`config.mk`:
```
export PLATFORM = sky130hd
export DESIGN_NAME = ts0_word_seq
export DESIGN_NICKNAME = d
export VERILOG_FILES = /design/src/rtl/ts0_word_seq.sv
export SDC_FILE = /design/constraint.sdc
export NUM_CORES = 1
export LEC_CHECK = 0
export BUFFER_PORTS_ARGS = -buffer_cell sky130_fd_sc_hd__buf_2
export CAP_MARGIN = 25
export CORE_UTILIZATION = 37
export CTS_CLUSTER_DIAMETER = 60
export CTS_CLUSTER_SIZE = 12
export DETAILED_ROUTE_END_ITERATION = 7
export MAX_ROUTING_LAYER = met4
export PLACE_DENSITY = 0.67
export SYNTH_ARGS = -nofsm -noshare
export SYNTH_HDL_FRONTEND = slang
export SYNTH_SLANG_ARGS = --single-unit
```
`constraint.sdc`:
```
create_clock -name clk -period 1.4 [get_ports clk]
set_clock_uncertainty 0.2 [all_clocks]
set_input_delay 0 -clock clk [delete_from_list [all_inputs] [get_ports clk]]
set_output_delay 0 -clock clk [all_outputs]
set_load 0.01 [all_outputs]
```
`src/rtl/ts0_word_seq.sv`:
```
module ts0_word_seq #(
  parameter int          MF_LEN     = 16,
  parameter logic [6:0]  ALIGN_TAIL = 7'b0011011,
  localparam int         FW         = $clog2(MF_LEN + 1)
) (
  input  logic          clk,
  input  logic          rst_n,
  input  logic          frame_stb,
  input  logic          crc_bit,
  input  logic          err_d,
  input  logic          err_n,
  input  logic [3:0]    svc_y,
  output logic [7:0]    word_o,
  output logic [FW-1:0] frame_no,
  output logic          mf_start
);

  logic          at_last;
  logic [FW-1:0] frame_nxt;
  logic [7:0]    word_nxt;

  assign at_last   = (frame_no == FW'(MF_LEN));
  assign frame_nxt = at_last ? FW'(1) : frame_no + FW'(1);
  assign word_nxt  = frame_nxt[0] ? {crc_bit, ALIGN_TAIL}
                                  : {crc_bit, 1'b1, err_d, err_n, svc_y};

  always_ff @(posedge clk) begin
    if (!rst_n) begin
      frame_no <= FW'(1);
      word_o   <= {1'b0, ALIGN_TAIL};
      mf_start <= 1'b0;
    end else begin
      mf_start <= frame_stb && at_last;
      if (frame_stb) begin
        frame_no <= frame_nxt;
        word_o   <= word_nxt;
      end
    end
  end

endmodule

```
==> summary.json <==
{
  "clock_network": {
    "clockRootBuffer": "clkbuf_4",
    "tritoncts.num_buffers": 3,
    "htree_num_levels": 1,
    "ctsLongestPathBuffers": 2,
    "tritoncts": "done",
    "total_clock_sinks": 14,
    "clock_latency_at_the_later_pin_of_the_worst_skew_pair_ps": 270,
    "cts.clk_slew.worst_paths_ps": 70
  },
  "worst_setup_path": {
    "cp_slowest_stage_delay_ps": 340,
    "crit_path_max_fanout": 5,
    "worst-endpoint-arrival_ps": 1290,
    "crit_chain": "inv_1 > ha_1 > nand4bb_4 > o21ai_4 > nor2_1",
    "required_ps": 1360,
    "critPathCaptureType": "register",
    "crit_type": "reg -> reg",
    "regToRegEndpoint": "frame_no[4]",
    "worst-r2r-cell-count": 5,
    "regToRegSetupSlack_ps": 80,
    "r2r_start": "frame_no[0]",
    "cp_num_buf_inv": 1,
    "path_delay_family": "flip-flops",
    "timing.critical_path.slowest_stage_cell": "dfxtp_2",
    "worstSetupStartpointType": "register"
  },
  "logic_synthesis": {
    "syn-mean-instance-area_um2": 9.92,
    "share_of_flip_flops_with_an_asynchronous_set_or_reset_after_synthesis": 0,
    "post_synth_num_cell_types": 22,
    "seq_area_frac_synth": 0.487,
    "synthCells": 58,
    "ys_seq_elements": 14,
    "dominantRegCellSynth": "dfxtp_1",
    "synthesized_area_um2": 576,
    "postSynthNetCount": 70,
    "synth_enable_flop_cells": 0,
    "synth.yosys.warnings": 0
  },
  "die": {
    "fp.coreArea_mm2": 0.00137,
    "top_level_ports": 24,
    "floorplan.initialDensity": 0.421,
    "die_h_um": 41.4,
    "die_x_um": 41.4,
    "fp-row-count": 13,
    "fp.dieArea_mm2": 0.00172
  },
  "run_status": {
    "run_status": "complete, no violations"
  },
  "routing": {
    "post-route-drc-count": 0,
    "wl_per_cell_um": 11.0,
    "drtIter0Drc": 11,
    "vias_per_cell": 4.78,
    "vias": 535,
    "route.antenna.remaining_nets": 0,
    "drt_wl_total_um": 1240,
    "drt_first_pass_iters": 4
  },
  "sta": {
    "rsz0062_at_grt": "no",
    "worst_slew_pin_slew_ps": 288,
    "portion_of_the_clock_cycle_consumed_by_the_worst_path_in_the_final_layout": 0.943,
    "finalWorstPathRequiredPeriod_ps": 1320,
    "max_freq_mhz": 757,
    "setup_violations": 0,
    "finalHoldViolCount": 0,
    "slew_violations": 0,
    "slew-limit-headroom": 0.807,
    "totalNegativeSetupSlack_ps": 0,
    "hold-worst-slack_ps": 265
  },
  "job": {
    "drv.max_cap_violation_count": 0
  },
  "hold_path": {
    "min_path_cells": 2,
    "worst_hold_class": "reg -> reg",
    "hold-path-endpoint": "word_o[5]",
    "worst_hold_startpoint": "word_o[5]"
  },
  "finish": {
    "finish.utilization": 0.637,
    "finalNetCount": 111,
    "multiInputGateArea_um2": 269,
    "stdcell_area_um2": 871,
    "num-fill-cells": 121,
    "drive_gt1_frac": 0.351,
    "sequential_cell_area_um2": 282,
    "antenna_cells": 0,
    "areaGrowthSynthToFinish_pct": 51.3
  },
  "power": {
    "totalPowerFinal_w": 0.000802,
    "worst_ir_drop_vdd_mv": 0.607,
    "power.static_leakage_nw": 0.410,
    "powerDensity_mw_per_mm2": 920
  },
  "global_route": {
    "grt_pass1_wl_um": 1950,
    "grt_max_degree": 11,
    "grt_util_all_layers": 0.154,
    "first_global_vias": 484,
    "globalRoute.totalOverflow": 0,
    "antenna_violations_before_repair": 0
  },
  "placed_design": {
    "detailed_place_hpwl_um": 778,
    "placement.io_buffers": 23,
    "finalWeightedCongestion": 0.742,
    "placed_area_um2": 711
  }
}
-- repair_timing --
| item | CTS | global route |
|---|---|---|
| hold buffers | 13 | 1 |
| setup buffers | 0 | 0 |
| hold endpoints to repair | 14 | 1 |
| resized for setup | 0 | 1 |
| setup endpoints to repair | 0 | 2 |
-- area by class of cell --
type	count	area share
clock buffers	3	0.0259
inverters	3	0.0129
well taps	15	0.0216
flip-flops and latches	14	0.323
repair buffers	39	0.307
multi-input cells	38	0.309
-- cells by family after synthesis --
group	count (synthesis)	synth area share
DFF	14	0.487
buffers and inverters	6	0.0587
and+or+nand+nor	22	0.224
AOI/OAI and AO/OA	9	0.107
xor gates and xnor gates	3	0.0457
muxes	2	0.0348
adders and majority gates	2	0.0435
-- per-stage QoR --
step	setup slack, ps	cells
global placement	123	96
finish	79.7	112
global route	13.3	112
CTS	36.8	112
detailed placement	60.3	96
floorplan	61.8	58
-- metal layers --
| metal | share of wire | vias to the layer above | track usage |
|---|---|---|---|
| li1 | - | 277 | - |
| met2 | 0.46 | 15 | 0.222 |
| met4 | 0.014 | 0 | 0.0774 |
| met5 | 0 | - | - |
| met1 | 0.48 | 241 | 0.183 |
| met3 | 0.043 | 2 | 0.0652 |
-- worst reg2reg max path, delay by kind of cell (launching register included) --
kind            cells  cell delay, ps
buf+inv             1              70
simple gates        2             210
flops               1             340
fa+ha+maj           1             190
compound gates      1             200
-- cell usage after synthesis (2+ instances only) --
cell     instances  area, um2
nor2_1           4       15.0
o22ai_1          4       25.0
dfxtp_1         14        280
nand4_1          2       12.5
mux2i_1          2       20.0
inv_1            3       11.3
nor2b_1          2       12.5
ha_1             2       25.0
nand2_1         10       37.5
xor2_1           3       26.3
-- power breakdown --
part | internal [W] | switching (W) | total, W
combinational | 0.0000831 | 0.0000691 | 0.000152
sequential | 0.000420 | 0.0000139 | 0.000433
clock | 0.0000996 | 0.000116 | 0.000216
-- worst max-delay path by stage --
| stage | cells past startpoint | slack, ps | end | from |
|---|---|---|---|---|
| 6_report | 5 | 80 | frame_no[4] | frame_no[0] |
| 5_1_grt | 5 | 10 | frame_no[2] | frame_no[0] |
| 4_1_cts | 5 | 40 | word_o[7] | crc_bit |
| 3_5_place_dp | 5 | 60 | frame_no[3] | frame_no[0] |
| 3_3_place_gp | 5 | 120 | frame_no[4] | frame_no[0] |
| 2_1_floorplan | 5 | 60 | frame_no[0] | frame_no[0] |
-- state kept, by name (all words and copies together), names as in the netlist --
name and flops:
word_o 8, frame_no 5, mf_start 1
-- layout by cell type (no fill, tap or decap) --
cell,Yosys,layout
ha_1,2,2
dfxtp_1,14,13
nand2_1,10,10
a21oi_1,1,1
nand3_1,1,1
inv_1,3,3
dfxtp_2,0,1
nor2b_1,2,2
a21o_1,1,1
o22ai_1,4,4
a21boi_0,1,1
buf_4,1,3
clkbuf_4,0,3
nand4_2,1,1
a21boi_1,1,1
xor2_1,3,3
o21ai_4,0,1
nand2_2,1,1
nor2_1,4,4
dlygate4sd3_1,0,13
nand4bb_4,1,1
mux2i_1,2,2
buf_2,0,23
nand4_1,2,2
No activity file was read; power rests on OpenSTA's default activity.
